<file path="config.mk">
export PLATFORM = sky130hd
export DESIGN_NAME = dual_timer_unit
export DESIGN_NICKNAME = d
export VERILOG_FILES = /design/src/rtl/timer_unit_pkg.sv /design/src/rtl/timer_bus_decode.sv /design/src/rtl/timer_channel.sv /design/src/rtl/dual_timer_unit.sv
export SDC_FILE = /design/constraint.sdc
export NUM_CORES = 1
export LEC_CHECK = 0
export ABC_CLOCK_PERIOD_IN_PS = 7520
export BUFFER_PORTS_ARGS = -buffer_cell sky130_fd_sc_hd__buf_4
export CAP_MARGIN = 20
export CELL_PAD_IN_SITES_DETAIL_PLACEMENT = 0
export CELL_PAD_IN_SITES_GLOBAL_PLACEMENT = 2
export CORE_ASPECT_RATIO = 1.2
export CORE_MARGIN = 1
export CORE_UTILIZATION = 42
export CTS_CLUSTER_DIAMETER = 200
export CTS_CLUSTER_SIZE = 20
export DETAILED_ROUTE_END_ITERATION = 8
export GPL_TIMING_DRIVEN = 0
export PLACE_DENSITY = 0.92
export SLEW_MARGIN = 0
export SYNTH_ARGS = -nofsm -noshare
export SYNTH_HDL_FRONTEND = slang
export SYNTH_SLANG_ARGS = --single-unit
</file>
<file path="constraint.sdc">
create_clock -name clk -period 7.52 [get_ports clk]
set_input_delay 0.752 -clock clk [delete_from_list [all_inputs] [get_ports clk]]
set_output_delay 0.752 -clock clk [all_outputs]
set_load 0.02 [all_outputs]
</file>
<file path="src/rtl/timer_unit_pkg.sv">
package timer_unit_pkg;
  localparam int DATA_W       = 32;
  localparam int ADDR_W       = 8;
  localparam int N_CH         = 2;
  localparam int FIELD_STRIDE = 8;
  localparam int FIELD_W      = 4;

  localparam logic [ADDR_W-1:0] CTRL_OFS = 8'h98;

  // Field layout: bit3 scaler load, bit2 enable, bit1 counter load, bit0 reload
  typedef struct packed {
    logic scl_load;
    logic enable;
    logic cnt_load;
    logic reload;
  } tmr_field_t;

  // Channel 0 = general-purpose timer, channel 1 = real-time-clock timer
  function automatic logic [ADDR_W-1:0] cnt_offset(input int ch);
    return (ch == 0) ? 8'h88 : 8'h80;
  endfunction

  function automatic logic [ADDR_W-1:0] scl_offset(input int ch);
    return (ch == 0) ? 8'h8C : 8'h84;
  endfunction
endpackage

</file>
<file path="src/rtl/timer_bus_decode.sv">
module timer_bus_decode
  import timer_unit_pkg::*;
#(
  parameter int CNT_W = 32,
  parameter int SCL_W = 16
) (
  input  logic                          bus_we,
  input  logic [ADDR_W-1:0]             bus_addr,
  input  logic [N_CH-1:0][CNT_W-1:0]    live_cnt,
  input  logic [N_CH-1:0][SCL_W-1:0]    live_scl,
  output logic                          ctrl_we,
  output logic [N_CH-1:0]               cnt_pre_we,
  output logic [N_CH-1:0]               scl_pre_we,
  output logic [DATA_W-1:0]             rdata
);
  assign ctrl_we = bus_we && (bus_addr == CTRL_OFS);

  for (genvar i = 0; i < N_CH; i++) begin : g_we
    assign cnt_pre_we[i] = bus_we && (bus_addr == cnt_offset(i));
    assign scl_pre_we[i] = bus_we && (bus_addr == scl_offset(i));
  end

  // Control word is write-only; reads of it and of holes return zero
  always_comb begin
    rdata = '0;
    for (int i = 0; i < N_CH; i++) begin
      if (bus_addr == cnt_offset(i)) rdata = DATA_W'(live_cnt[i]);
      if (bus_addr == scl_offset(i)) rdata = DATA_W'(live_scl[i]);
    end
  end
endmodule

</file>
<file path="src/rtl/timer_channel.sv">
module timer_channel
  import timer_unit_pkg::*;
#(
  parameter int CNT_W = 32,
  parameter int SCL_W = 16
) (
  input  logic             clk,
  input  logic             rst_n,
  input  logic             cmd_we,
  input  tmr_field_t       cmd,
  input  logic             cnt_pre_we,
  input  logic             scl_pre_we,
  input  logic [CNT_W-1:0] wdata,
  output logic [CNT_W-1:0] cnt_q,
  output logic [SCL_W-1:0] scl_q,
  output logic [CNT_W-1:0] cnt_pre_q,
  output logic             active,
  output logic             reload_q,
  output logic             cnt_load,
  output logic             expire,
  output logic             irq_q
);
  logic [SCL_W-1:0] scl_pre_q;
  logic             en_q;
  logic             run_q;
  logic             scl_load;
  logic             tick;

  function automatic logic [SCL_W-1:0] scaler_step(input logic [SCL_W-1:0] cur,
                                                   input logic [SCL_W-1:0] pre);
    return (cur == '0) ? pre : cur - 1'b1;
  endfunction

  function automatic logic [CNT_W-1:0] counter_step(input logic [CNT_W-1:0] cur,
                                                    input logic [CNT_W-1:0] pre,
                                                    input logic             rld);
    if (cur != '0) return cur - 1'b1;
    return rld ? pre : cur;
  endfunction

  assign cnt_load = cmd_we && cmd.cnt_load;
  assign scl_load = cmd_we && cmd.scl_load;
  assign active   = en_q && run_q;
  assign tick     = active && (scl_q == '0) && !scl_load;
  assign expire   = tick && (cnt_q == '0) && !cnt_load;

  always_ff @(posedge clk or negedge rst_n) begin
    if (!rst_n) begin
      cnt_q     <= '0;
      scl_q     <= '0;
      cnt_pre_q <= '0;
      scl_pre_q <= '0;
      en_q      <= 1'b0;
      reload_q  <= 1'b0;
      run_q     <= 1'b0;
      irq_q     <= 1'b0;
    end else begin
      if (cnt_pre_we) cnt_pre_q <= wdata;
      if (scl_pre_we) scl_pre_q <= wdata[SCL_W-1:0];
      if (cmd_we) begin
        en_q     <= cmd.enable;
        reload_q <= cmd.reload;
      end
      if (scl_load)    scl_q <= scl_pre_q;
      else if (active) scl_q <= scaler_step(scl_q, scl_pre_q);
      if (cnt_load) begin
        cnt_q <= cnt_pre_q;
        run_q <= 1'b1;
      end else if (tick) begin
        cnt_q <= counter_step(cnt_q, cnt_pre_q, reload_q);
        if (expire && !reload_q) run_q <= 1'b0;
      end
      irq_q <= expire;
    end
  end
endmodule

</file>
<file path="src/rtl/dual_timer_unit.sv">
module dual_timer_unit
  import timer_unit_pkg::*;
#(
  parameter int CNT_W = 32,
  parameter int SCL_W = 16
) (
  input  logic        clk,
  input  logic        rst_n,
  input  logic        bus_we,
  input  logic [7:0]  bus_addr,
  input  logic [31:0] bus_wdata,
  output logic [31:0] bus_rdata,
  output logic        irq_gp,
  output logic        irq_rtc
);
  logic                       ctrl_we;
  logic [N_CH-1:0]            cnt_pre_we;
  logic [N_CH-1:0]            scl_pre_we;
  logic [N_CH-1:0][CNT_W-1:0] live_cnt;
  logic [N_CH-1:0][SCL_W-1:0] live_scl;
  logic [N_CH-1:0][CNT_W-1:0] cnt_preset;
  logic [N_CH-1:0]            ch_active;
  logic [N_CH-1:0]            ch_reload;
  logic [N_CH-1:0]            ch_cnt_load;
  logic [N_CH-1:0]            ch_expire;
  logic [N_CH-1:0]            irq_vec;

  timer_bus_decode #(.CNT_W(CNT_W), .SCL_W(SCL_W)) u_dec (
    .bus_we     (bus_we),
    .bus_addr   (bus_addr),
    .live_cnt   (live_cnt),
    .live_scl   (live_scl),
    .ctrl_we    (ctrl_we),
    .cnt_pre_we (cnt_pre_we),
    .scl_pre_we (scl_pre_we),
    .rdata      (bus_rdata)
  );

  for (genvar i = 0; i < N_CH; i++) begin : g_ch
    tmr_field_t field;
    assign field = tmr_field_t'(bus_wdata[i*FIELD_STRIDE +: FIELD_W]);

    timer_channel #(.CNT_W(CNT_W), .SCL_W(SCL_W)) u_tmr (
      .clk        (clk),
      .rst_n      (rst_n),
      .cmd_we     (ctrl_we),
      .cmd        (field),
      .cnt_pre_we (cnt_pre_we[i]),
      .scl_pre_we (scl_pre_we[i]),
      .wdata      (bus_wdata[CNT_W-1:0]),
      .cnt_q      (live_cnt[i]),
      .scl_q      (live_scl[i]),
      .cnt_pre_q  (cnt_preset[i]),
      .active     (ch_active[i]),
      .reload_q   (ch_reload[i]),
      .cnt_load   (ch_cnt_load[i]),
      .expire     (ch_expire[i]),
      .irq_q      (irq_vec[i])
    );
  end

  assign irq_gp  = irq_vec[0];
  assign irq_rtc = irq_vec[1];
endmodule

</file>
==> impl_results.md <==
* Status: complete, no violations
* R2R Path End: g_ch[0].u_tmr.cnt_q[20]
* Setup crit start kind: input port
* Clock tree buffer depth at 2
* Max-cap viol count at 0
* Critical Path Sink Type: output pin
* Ys async rst share at 100%
* Pwr/cell area at 194 nW/um2
* CTS HTree Levels at 4
* Critical path peak fanout at 10
* Fill cells at roughly 2500
* Number of CTS-inserted buffers at 17
* Min setup slack post-route at 3330 ps
* Crit path time final at 4190 ps
* Buf/Inv on CP at 5
* Synth top area share at 45.0%
* DRC Markers at 0
* Post-route cell area at 12800 um2
* Post-Syn Nets at 1207
* Layout cells sized above 1 at 20.7%
* Most common cell in the netlist: dfrtp_1
* Post-synth EDFFs at 0
* Post-synth cell types at slightly above 70
* Slew HR at 20.8%
* Place WS at 3390 ps
* Launch point of the worst reg-to-reg path: g_ch[0].u_tmr.cnt_q[0]
* Cell Area, Synth at 11100 um2
* Mean post-synth cell area at 9.61 um2
* Antenna violations before repair at 1
* Root Buffer: clkbuf_16
* Antenna cell count at 0
* Final antenna-violating net count at 0
* Mapped Cells at roughly 1200
* IO Pins at 77
* TNS Setup at 0 ps
* Resize count post-CTS at 0
* WL/cell at ~24 um
* CP cell instances: buf_4 -> or4b_1 -> or3_1 -> clkbuf_1 -> inv_1 -> nand2_1 -> nor2_1 -> clkbuf_1 -> a22o_1 -> buf_4
* Initial DRT Pass Iterations at 5
* Multi-input gate area at ~5700 um2
* Ys Warns at 0
* Fin. max-slew vios at 0
* Clock Latency Late Sink at roughly 460 ps
* Min Hold Slack at 380 ps
* FF-to-FF setup slack at 4050 ps
* Layout Utilization at 49.6%
* RSZ-0062 raised after global routing: no
* Routed via count at 9862
* Final hold vios at 0
* Register area at ~5000 um2
* Worst path top cell family by delay: simple AND/OR/NAND/NOR gates
* Drt total wl at 37900 um
* Final period util at 55.7%
* # rows at 64
* First-pass GRT wire length at 58200 um
* Top cells by area, synth: dfrtp_1 45%, mux2_2 10%, a21oi_1 5.6%
* Tightest Pin Transition at 1190 ps
* Post-CTS setup buffer count at 0
* Critical path class: in -> out
* Vias in the first global route at 9434
* Post-DP HPWL at 27700 um
* Main synth FF type: dfrtp_1
* Clock sinks at 200
* Layout Nets at roughly 1300
* Clock Skew at roughly 26 ps
* Area delta synth->final at 14.8%
* Post-synthesis sequential area ratio at between 40% and 50%
* GPL Wtd Cong at ~0.90
* Number of vias per cell at 6.17
* Hold Crit Class: in -> async
* Worst Path Arrival at ~3400 ps
* Worst Reg-to-Reg Cells at 10
* Die height at 180 um
* Synth area leader: dfrtp_1
* Peak VDD IR at between 100 and 150 uV
* CTS tree: done
* Slowest cell delay on critical path at roughly 530 ps
* GRT overflow at 0
* CP required at 6770 ps
* Slowest cell on the critical path: or4b_1
* Lkg Pwr at between 5 and 6 nW
* Dpl cell area at 12100 um2
* Final Setup Violations at 0
* Top cells by count, synth: 200 x dfrtp_1, 125 x a21oi_1, 103 x nor2_1
* Largest net degree at the start of global routing at approximately 110
* Drt initial violations at 679
* Total Routing Usage GR at roughly 29%
* Initial Util at 43.2%
* Die area at around 27000 um2
* PortBufs at 76
* Yosys reg bits at 200
* Worst-path clk slew at 80 ps
* Hold buffers post-CTS at 0
* Die X at 150 um
* Core area at 25700 um2
* Maximum achievable frequency at 239 MHz
[per-layer routing]
layer,GRT usage [%],vias to the layer above,wire length (um)
met5,0,-,0
met1,39.2,4911,15900
met2,47.0,383,18400
li1,-,4518,-
met4,9.21,0,978
met3,4.63,50,2550
[report_power, final]
| group | internal, mW | switching [mW] | total (mW) |
|---|---|---|---|
| sequential | 1.12 | 0.0516 | 1.17 |
| clock | 0.481 | 0.492 | 0.973 |
| combinational | 0.118 | 0.219 | 0.337 |
| total | 1.72 | 0.762 | 2.48 |
[cells by family after synthesis]
| kind of cell | Yosys count | share of synthesized area (%) |
|---|---|---|
| muxes | 119 | 13.6 |
| AOI/OAI and AO/OA | 326 | 17.8 |
| buffers and inverters | 87 | 3.34 |
| adders and majority gates | 8 | 0.901 |
| DFF | 200 | 45.0 |
| and+or+nand+nor | 416 | 19.3 |
[cells in the final DEF (no fill, tap or decap), types with 16 or more instances in the layout]
master and count:
dfrtp_1 200, o21ai_0 94, nor3_1 42, nor4_1 20
mux2_2 100, nand3_1 53, nor2_1 103, nand2_1 72
a21oi_1 125, clkbuf_16 17, inv_1 20, buf_4 78
a22o_1 17, nor2b_1 16, clkbuf_1 49, nand4_1 21
mux4_2 16
[stage by stage]
stage,power [mW],cells
finish,2.48,1598
detailed placement,1.52,1565
CTS,2.49,1597
global placement,1.51,1562
global route,2.57,1598
floorplan,1.38,1156
[flip-flops by register name, indices dropped and copies added, names as in the netlist]
register / count
g_ch.u_tmr.scl_pre_q: 32
g_ch.u_tmr.reload_q: 2
g_ch.u_tmr.scl_q: 32
g_ch.u_tmr.cnt_pre_q: 64
g_ch.u_tmr.run_q: 2
g_ch.u_tmr.en_q: 2
g_ch.u_tmr.cnt_q: 64
g_ch.u_tmr.irq_q: 2
[final cells by class]
| type | instances | share of cell area, % |
|---|---|---|
| clock buffers | 18 | 3.36 |
| well taps | 330 | 3.24 |
| plain buffers | 67 | 2.32 |
| multi-input cells | 869 | 45.0 |
| inverters | 20 | 0.589 |
| clock inverters | 14 | 1.37 |
| flip-flops and latches | 200 | 39.2 |
| repair buffers | 80 | 4.90 |
[how the worst max path moves through the flow]
stage,from,endpoint,slack (ps),depth (start not counted)
floorplan,bus_addr[0],bus_rdata[21],3960,8
global placement,bus_addr[0],bus_rdata[30],3410,10
detailed placement,bus_addr[0],bus_rdata[30],3390,10
CTS,bus_addr[0],bus_rdata[30],3380,10
global route,bus_addr[0],bus_rdata[30],3180,10
finish,bus_addr[0],bus_rdata[30],3330,10
(Power assumes the default switching activity.)
